<file path="config.mk">
export PLATFORM = sky130hd
export DESIGN_NAME = tick_sequencer
export DESIGN_NICKNAME = d
export VERILOG_FILES = /design/src/rtl/seq_pkg.sv /design/src/rtl/seq_ucode_rom.sv /design/src/rtl/seq_tick_ctr.sv /design/src/rtl/seq_strobe_bank.sv /design/src/rtl/tick_sequencer.sv
export SDC_FILE = /design/constraint.sdc
export NUM_CORES = 1
export LEC_CHECK = 0
export ABC_CLOCK_PERIOD_IN_PS = 3200
export BUFFER_PORTS_ARGS = -buffer_cell sky130_fd_sc_hd__buf_2
export CAP_MARGIN = 20
export CORE_UTILIZATION = 29
export CTS_BUF_LIST = sky130_fd_sc_hd__clkbuf_4 sky130_fd_sc_hd__clkbuf_8
export CTS_CLUSTER_SIZE = 30
export DETAILED_ROUTE_END_ITERATION = 16
export PLACE_DENSITY = 0.44
export SYNTH_ARGS = -nofsm -noshare
export SYNTH_HDL_FRONTEND = slang
export SYNTH_MEMORY_MAX_BITS = 65536
export SYNTH_SLANG_ARGS = --single-unit
export TNS_END_PERCENT = 1
</file>
<file path="constraint.sdc">
create_clock -name clk -period 3.2 [get_ports clk]
set_input_delay 0.32 -clock clk [delete_from_list [all_inputs] [get_ports clk]]
set_output_delay 0.32 -clock clk [all_outputs]
set_load 0.02 [all_outputs]
</file>
<file path="src/rtl/seq_pkg.sv">
package seq_pkg;

  localparam int unsigned SEQ_NUM_SIG      = 32;
  localparam int unsigned SEQ_TICK_W       = 4;
  localparam int unsigned SEQ_OP_W         = 5;
  localparam int unsigned SEQ_STORE_OP     = 11;
  localparam int unsigned SEQ_LAST_REGULAR = 15;

  // Number of ticks an opcode occupies.
  function automatic int unsigned uc_len(int unsigned op);
    if (op == 0 || op > SEQ_LAST_REGULAR) return 1;
    return (op % 4) + 3;
  endfunction

  // Tick on which signal sig fires for opcode op; 0 = never.
  function automatic int unsigned uc_tick(int unsigned op, int unsigned sig,
                                          int unsigned nsig, int unsigned store_op);
    int unsigned n;
    n = uc_len(op);
    if (op == 0) return 0;
    if (op > SEQ_LAST_REGULAR) return (sig < nsig - 2) ? 1 : 0;
    if (sig == nsig - 2) return (op == store_op) ? n - 1 : 0;
    if (sig == nsig - 1) return (op == store_op) ? n : 0;
    if (((sig + op) % 3) == 0) return 0;
    return ((sig + op) % n) + 1;
  endfunction

endpackage

</file>
<file path="src/rtl/seq_ucode_rom.sv">
module seq_ucode_rom #(
  parameter int unsigned NUM_SIG  = seq_pkg::SEQ_NUM_SIG,
  parameter int unsigned TICK_W   = seq_pkg::SEQ_TICK_W,
  parameter int unsigned OP_W     = seq_pkg::SEQ_OP_W,
  parameter int unsigned STORE_OP = seq_pkg::SEQ_STORE_OP
) (
  input  logic                      clk,
  input  logic                      rst,
  input  logic                      rd_en,
  input  logic [OP_W-1:0]           rd_addr,
  output logic [NUM_SIG*TICK_W-1:0] tick_tab_o,
  output logic [TICK_W-1:0]         len_o
);
  localparam int unsigned DEPTH  = 1 << OP_W;
  localparam int unsigned TAB_W  = NUM_SIG * TICK_W;
  localparam int unsigned WORD_W = TAB_W + TICK_W;

  function automatic logic [WORD_W-1:0] build_word(int unsigned op);
    logic [WORD_W-1:0] w;
    w = '0;
    for (int unsigned s = 0; s < NUM_SIG; s++)
      w[s*TICK_W +: TICK_W] = TICK_W'(seq_pkg::uc_tick(op, s, NUM_SIG, STORE_OP));
    w[TAB_W +: TICK_W] = TICK_W'(seq_pkg::uc_len(op));
    return w;
  endfunction

  logic [WORD_W-1:0] mem [DEPTH];
  logic [WORD_W-1:0] word_q;

  initial begin
    for (int unsigned i = 0; i < DEPTH; i++) mem[i] = build_word(i);
  end

  // Registered read port, block-RAM style.
  always_ff @(posedge clk) begin
    if (rst)        word_q <= '0;
    else if (rd_en) word_q <= mem[rd_addr];
  end

  assign tick_tab_o = word_q[TAB_W-1:0];
  assign len_o      = word_q[TAB_W +: TICK_W];
endmodule

</file>
<file path="src/rtl/seq_tick_ctr.sv">
module seq_tick_ctr #(
  parameter int unsigned TICK_W = seq_pkg::SEQ_TICK_W
) (
  input  logic              clk,
  input  logic              rst,
  input  logic              start_i,
  input  logic [TICK_W-1:0] len_i,
  output logic [TICK_W-1:0] tick_o,
  output logic              accept_o,
  output logic              last_o
);
  logic [TICK_W-1:0] tick_q;

  assign last_o   = (tick_q != '0) && (tick_q == len_i);
  assign accept_o = start_i && ((tick_q == '0) || last_o);

  always_ff @(posedge clk) begin
    if (rst)                 tick_q <= '0;
    else if (accept_o)       tick_q <= TICK_W'(1);
    else if (last_o)         tick_q <= '0;
    else if (tick_q != '0)   tick_q <= tick_q + TICK_W'(1);
  end

  assign tick_o = tick_q;
endmodule

</file>
<file path="src/rtl/seq_strobe_bank.sv">
module seq_strobe_bank #(
  parameter int unsigned NUM_SIG = seq_pkg::SEQ_NUM_SIG,
  parameter int unsigned TICK_W  = seq_pkg::SEQ_TICK_W
) (
  input  logic                      clk,
  input  logic                      rst,
  input  logic [TICK_W-1:0]         tick_i,
  input  logic [NUM_SIG*TICK_W-1:0] tick_tab_i,
  input  logic                      last_i,
  output logic [NUM_SIG-1:0]        strobe_o,
  output logic                      done_o
);
  logic [NUM_SIG-1:0] hit;
  logic [NUM_SIG-1:0] strobe_q;
  logic               done_q;

  for (genvar g = 0; g < NUM_SIG; g++) begin : g_cmp
    logic [TICK_W-1:0] at;
    assign at     = tick_tab_i[g*TICK_W +: TICK_W];
    assign hit[g] = (at != '0) && (at == tick_i);
  end

  always_ff @(posedge clk) begin
    if (rst) begin
      strobe_q <= '0;
      done_q   <= 1'b0;
    end else begin
      strobe_q <= hit;
      done_q   <= last_i;
    end
  end

  assign strobe_o = strobe_q;
  assign done_o   = done_q;
endmodule

</file>
<file path="src/rtl/tick_sequencer.sv">
module tick_sequencer #(
  parameter int unsigned NUM_SIG  = seq_pkg::SEQ_NUM_SIG,
  parameter int unsigned TICK_W   = seq_pkg::SEQ_TICK_W,
  parameter int unsigned OP_W     = seq_pkg::SEQ_OP_W,
  parameter int unsigned STORE_OP = seq_pkg::SEQ_STORE_OP
) (
  input  logic               clk,
  input  logic               rst,
  input  logic               start_i,
  input  logic [OP_W-1:0]    opcode_i,
  output logic [NUM_SIG-1:0] strobe_o,
  output logic               done_o
);
  logic [NUM_SIG*TICK_W-1:0] tab_w;
  logic [TICK_W-1:0]         len_w;
  logic [TICK_W-1:0]         tick_w;
  logic                      accept_w;
  logic                      last_w;

  seq_ucode_rom #(
    .NUM_SIG(NUM_SIG), .TICK_W(TICK_W), .OP_W(OP_W), .STORE_OP(STORE_OP)
  ) u_rom (
    .clk(clk), .rst(rst), .rd_en(accept_w), .rd_addr(opcode_i),
    .tick_tab_o(tab_w), .len_o(len_w)
  );

  seq_tick_ctr #(.TICK_W(TICK_W)) u_ctr (
    .clk(clk), .rst(rst), .start_i(start_i), .len_i(len_w),
    .tick_o(tick_w), .accept_o(accept_w), .last_o(last_w)
  );

  seq_strobe_bank #(.NUM_SIG(NUM_SIG), .TICK_W(TICK_W)) u_bank (
    .clk(clk), .rst(rst), .tick_i(tick_w), .tick_tab_i(tab_w),
    .last_i(last_w), .strobe_o(strobe_o), .done_o(done_o)
  );
endmodule

</file>
==> impl_metrics.yaml <==
route:
  firstDrtPassIters: 6
  vias: 6176
  drtIter0Drc: 376
  wl_mm: 22.2
  ant_nets: 0
  via_per_inst: 5.60
  wl_per_cell_um: 20.2
  drc: 0
cells_and_area:
  area_growth_pct: 12.6
  num-nets-final: 832
  final_common_cell: "dfxtp_1"
  drive_gt1_share_pct: 14.5
  diodes: 0
  postLayoutCellArea_mm2: 0.00747
  most-common-layout-cells: "dfxtp_1, a21oi_1, nand2_1"
critical_path:
  timing.critical_path.buf_inv: 2
  rr_startpoint: "u_ctr.tick_o[0]$_SDFFE_PP0P_"
  max_stage_delay_ps: 480
  worstSetupPathType: "reg2reg"
  cp-end-kind: "flop"
  cp.arrival_ps: 2710
  cp_cell_sequence: "inv_1, ha_1, or3b_1, o41a_4, nor2_4, buf_4, mux2i_1"
  worst-path-max-fanout: 31
  rr_endpoint: "u_rom.word_q[58]$_SDFFE_PP0P_"
  reg2reg_slack_ps: 860
  cp.required_ps: 3570
  crit_family: "simple AND/OR/NAND/NOR gates"
  cp-start-kind: "flop"
  cp_slowest_cell: "or3b_1"
  reg2regPathDepth: 7
synth:
  syn_area_mm2: 0.00664
  ys_types: 61
  synth_async_sr_flop_share_pct: 0
  ys_seq_area_share_pct: 35.6
  avgSynthCellArea_um2: 8.20
  synth_edf_count: 0
  syn-num-nets: 828
  synth-seq-cells: 118
  synth-main-ff-cell: "dfxtp_1"
  synthCells: 809
  yosys_warnings: 0
clock_network:
  clk_pin_slew_ps: 70
  post-cts-setup-buffers: 0
  ctsHtreeMaxLevel: 4
  cts_hold_buf: 0
  cts_buffer_depth: 2
  clock_latency_ps: 440
  root_buffer: "clkbuf_8"
  cts.sinks: 118
  ctsResizeCount: 0
  cts_tree: "done"
  cts_buffers: 17
sta:
  hold_viol_final: 0
  min_period_ps: 2340
  final_max_slew_viol_count: 0
  finalClockSkew_ps: 12.0
  rsz0062_at_grt: "false"
  fmax_mhz: 427
  relSlewSlack_pct: 28.5
  worst_pin_slew_ps: 1070
  final.setup.tns_ps: 0
  finalSetupViolations: 0
  fin_crit_sh_pct: 73.2
run:
  drv_cap: 0
grt:
  grt_start_max_net_pins: 60
  grt_usage_pct: 19.5
  grt_use_met3_pct: 4.28
  grt-ovfl-total: 0
  use_met1_pct: 26.7
  antenna_found_initial: 0
  met2_usage_pct: 30.0
  grt_pass1_wl_mm: 34.8
  grt-busiest-layer: "met2"
  grt_pass1_vias: 5692
hold_path:
  worstHoldPathType: "in2reg"
  min_from: "start_i"
  whs_endpoint: "u_ctr.tick_o[1]$_SDFFE_PP0P_"
  hold_depth: 3
placed_design:
  dpl.hpwl_mm: 15.2
  gp_congestion: 0.925
  placed_cell_area_mm2: 0.00705
  io_buffers: 40
floorplanning:
  ioPinCount: 41
  core_mm2: 0.0222
  fp-row-count: 54
  die_area_mm2: 0.0235
  initial_core_util_pct: 29.9
  die_h_um: 153
  die_w_um: 153
power_and_ir_drop:
  vdd_ir_drop_max_v: 0.000226
  power-per-cell-area_mw_per_mm2: 583
  power.leakage_nw: 2.75
outcome:
  status: "finished clean"
==> synth_stat cells, types with 4 or more instances <==
library cell  instances  area (um2)
xor2_1                5        43.8
nor2_1               18        67.6
a21oi_1              82         410
nor2b_1               4        25.0
and3_1               19         119
a31oi_1               7        43.8
ha_1                 11         138
a2111oi_2             6        90.1
inv_1                13        48.8
nand4_1              23         144
nand2_1              74         278
o211a_1               4        40.0
or4_1                 4        30.0
dfxtp_1             118        2360
buf_2                21         105
o211ai_1              6        45.0
mux2i_1              17         170
o21ai_0              59         295
or3_1                15        93.8
clkbuf_1             43         161
o31ai_1              16         120
a311oi_1              6        52.6
buf_1                 9        33.8
nor3_1                9        45.0
a211oi_1             11        82.6
nand2b_1             15        93.8
nor3b_1              31         233
nand3_1              43         215
xnor2_1              51         447
o2111ai_1             8        70.1
a31o_1                6        52.6
==> registers in the layout, indices dropped and copies added (netlist names) <==
register,cells
u_rom.word_q,81
u_bank.strobe_o,32
u_ctr.tick_o,4
u_bank.done_o,1
==> through the flow <==
step	power [mW]	hold slack (ps)	cells	utilization, %	setup slack (ps)
CTS	4.39	202	1103	33.7	858
floorplan	2.59	429	809	-	839
finish	4.36	238	1103	33.7	857
detailed placement	2.90	444	1074	31.8	791
global route	4.59	206	1103	33.7	683
global placement	2.90	439	1074	31.8	774
==> worst register-to-register path, cell delays in order (launching register included) <==
cell     delay (ps)
dfxtp_2         340
inv_1            90
ha_1            170
or3b_1          480
o41a_4          280
nor2_4          280
buf_4           380
mux2i_1         230
==> worst max-delay path by stage <==
stage,to,slack [ps],from,cells past startpoint
floorplan,u_rom.word_q[0]$_SDFFE_PP0P_,840,u_ctr.tick_o[0]$_SDFFE_PP0P_,11
global placement,u_rom.word_q[13]$_SDFFE_PP0P_,770,opcode_i[0],7
detailed placement,u_rom.word_q[13]$_SDFFE_PP0P_,790,opcode_i[0],7
CTS,u_rom.word_q[58]$_SDFFE_PP0P_,860,u_ctr.tick_o[0]$_SDFFE_PP0P_,7
global route,u_rom.word_q[34]$_SDFFE_PP0P_,680,u_ctr.tick_o[0]$_SDFFE_PP0P_,7
finish,u_rom.word_q[58]$_SDFFE_PP0P_,860,u_ctr.tick_o[0]$_SDFFE_PP0P_,7
==> layout make-up <==
type | instances | area (um2)
tap | 280 | 350
clock inverter | 3 | 90.1
fill | 2354 | 14700
timing repair buffer | 65 | 400
inverter | 13 | 48.8
sequential | 118 | 2370
multi-input combinational | 598 | 3880
clock buffer | 26 | 333
==> power breakdown <==
part	switching [mW]	internal [mW]
registers	0.123	1.61
clock network	0.594	0.898
logic	0.724	0.408
total	1.44	2.92
==> routing by layer <==
metal	part of all wire (%)	wire [um]
met5	0	0
met4	1.6	366
met3	5.5	1220
met2	45	10100
met1	48	10600
==> kinds of logic after synthesis <==
family                     synth area share [%]
and+or+nand+nor                            21.8
muxes                                      3.07
AOI/OAI and AO/OA                          24.0
adders and majority gates                  2.07
xor gates and xnor gates                   7.39
DFF                                        35.6
buffers and inverters                      6.05
No activity file was read; power rests on OpenSTA's default activity.
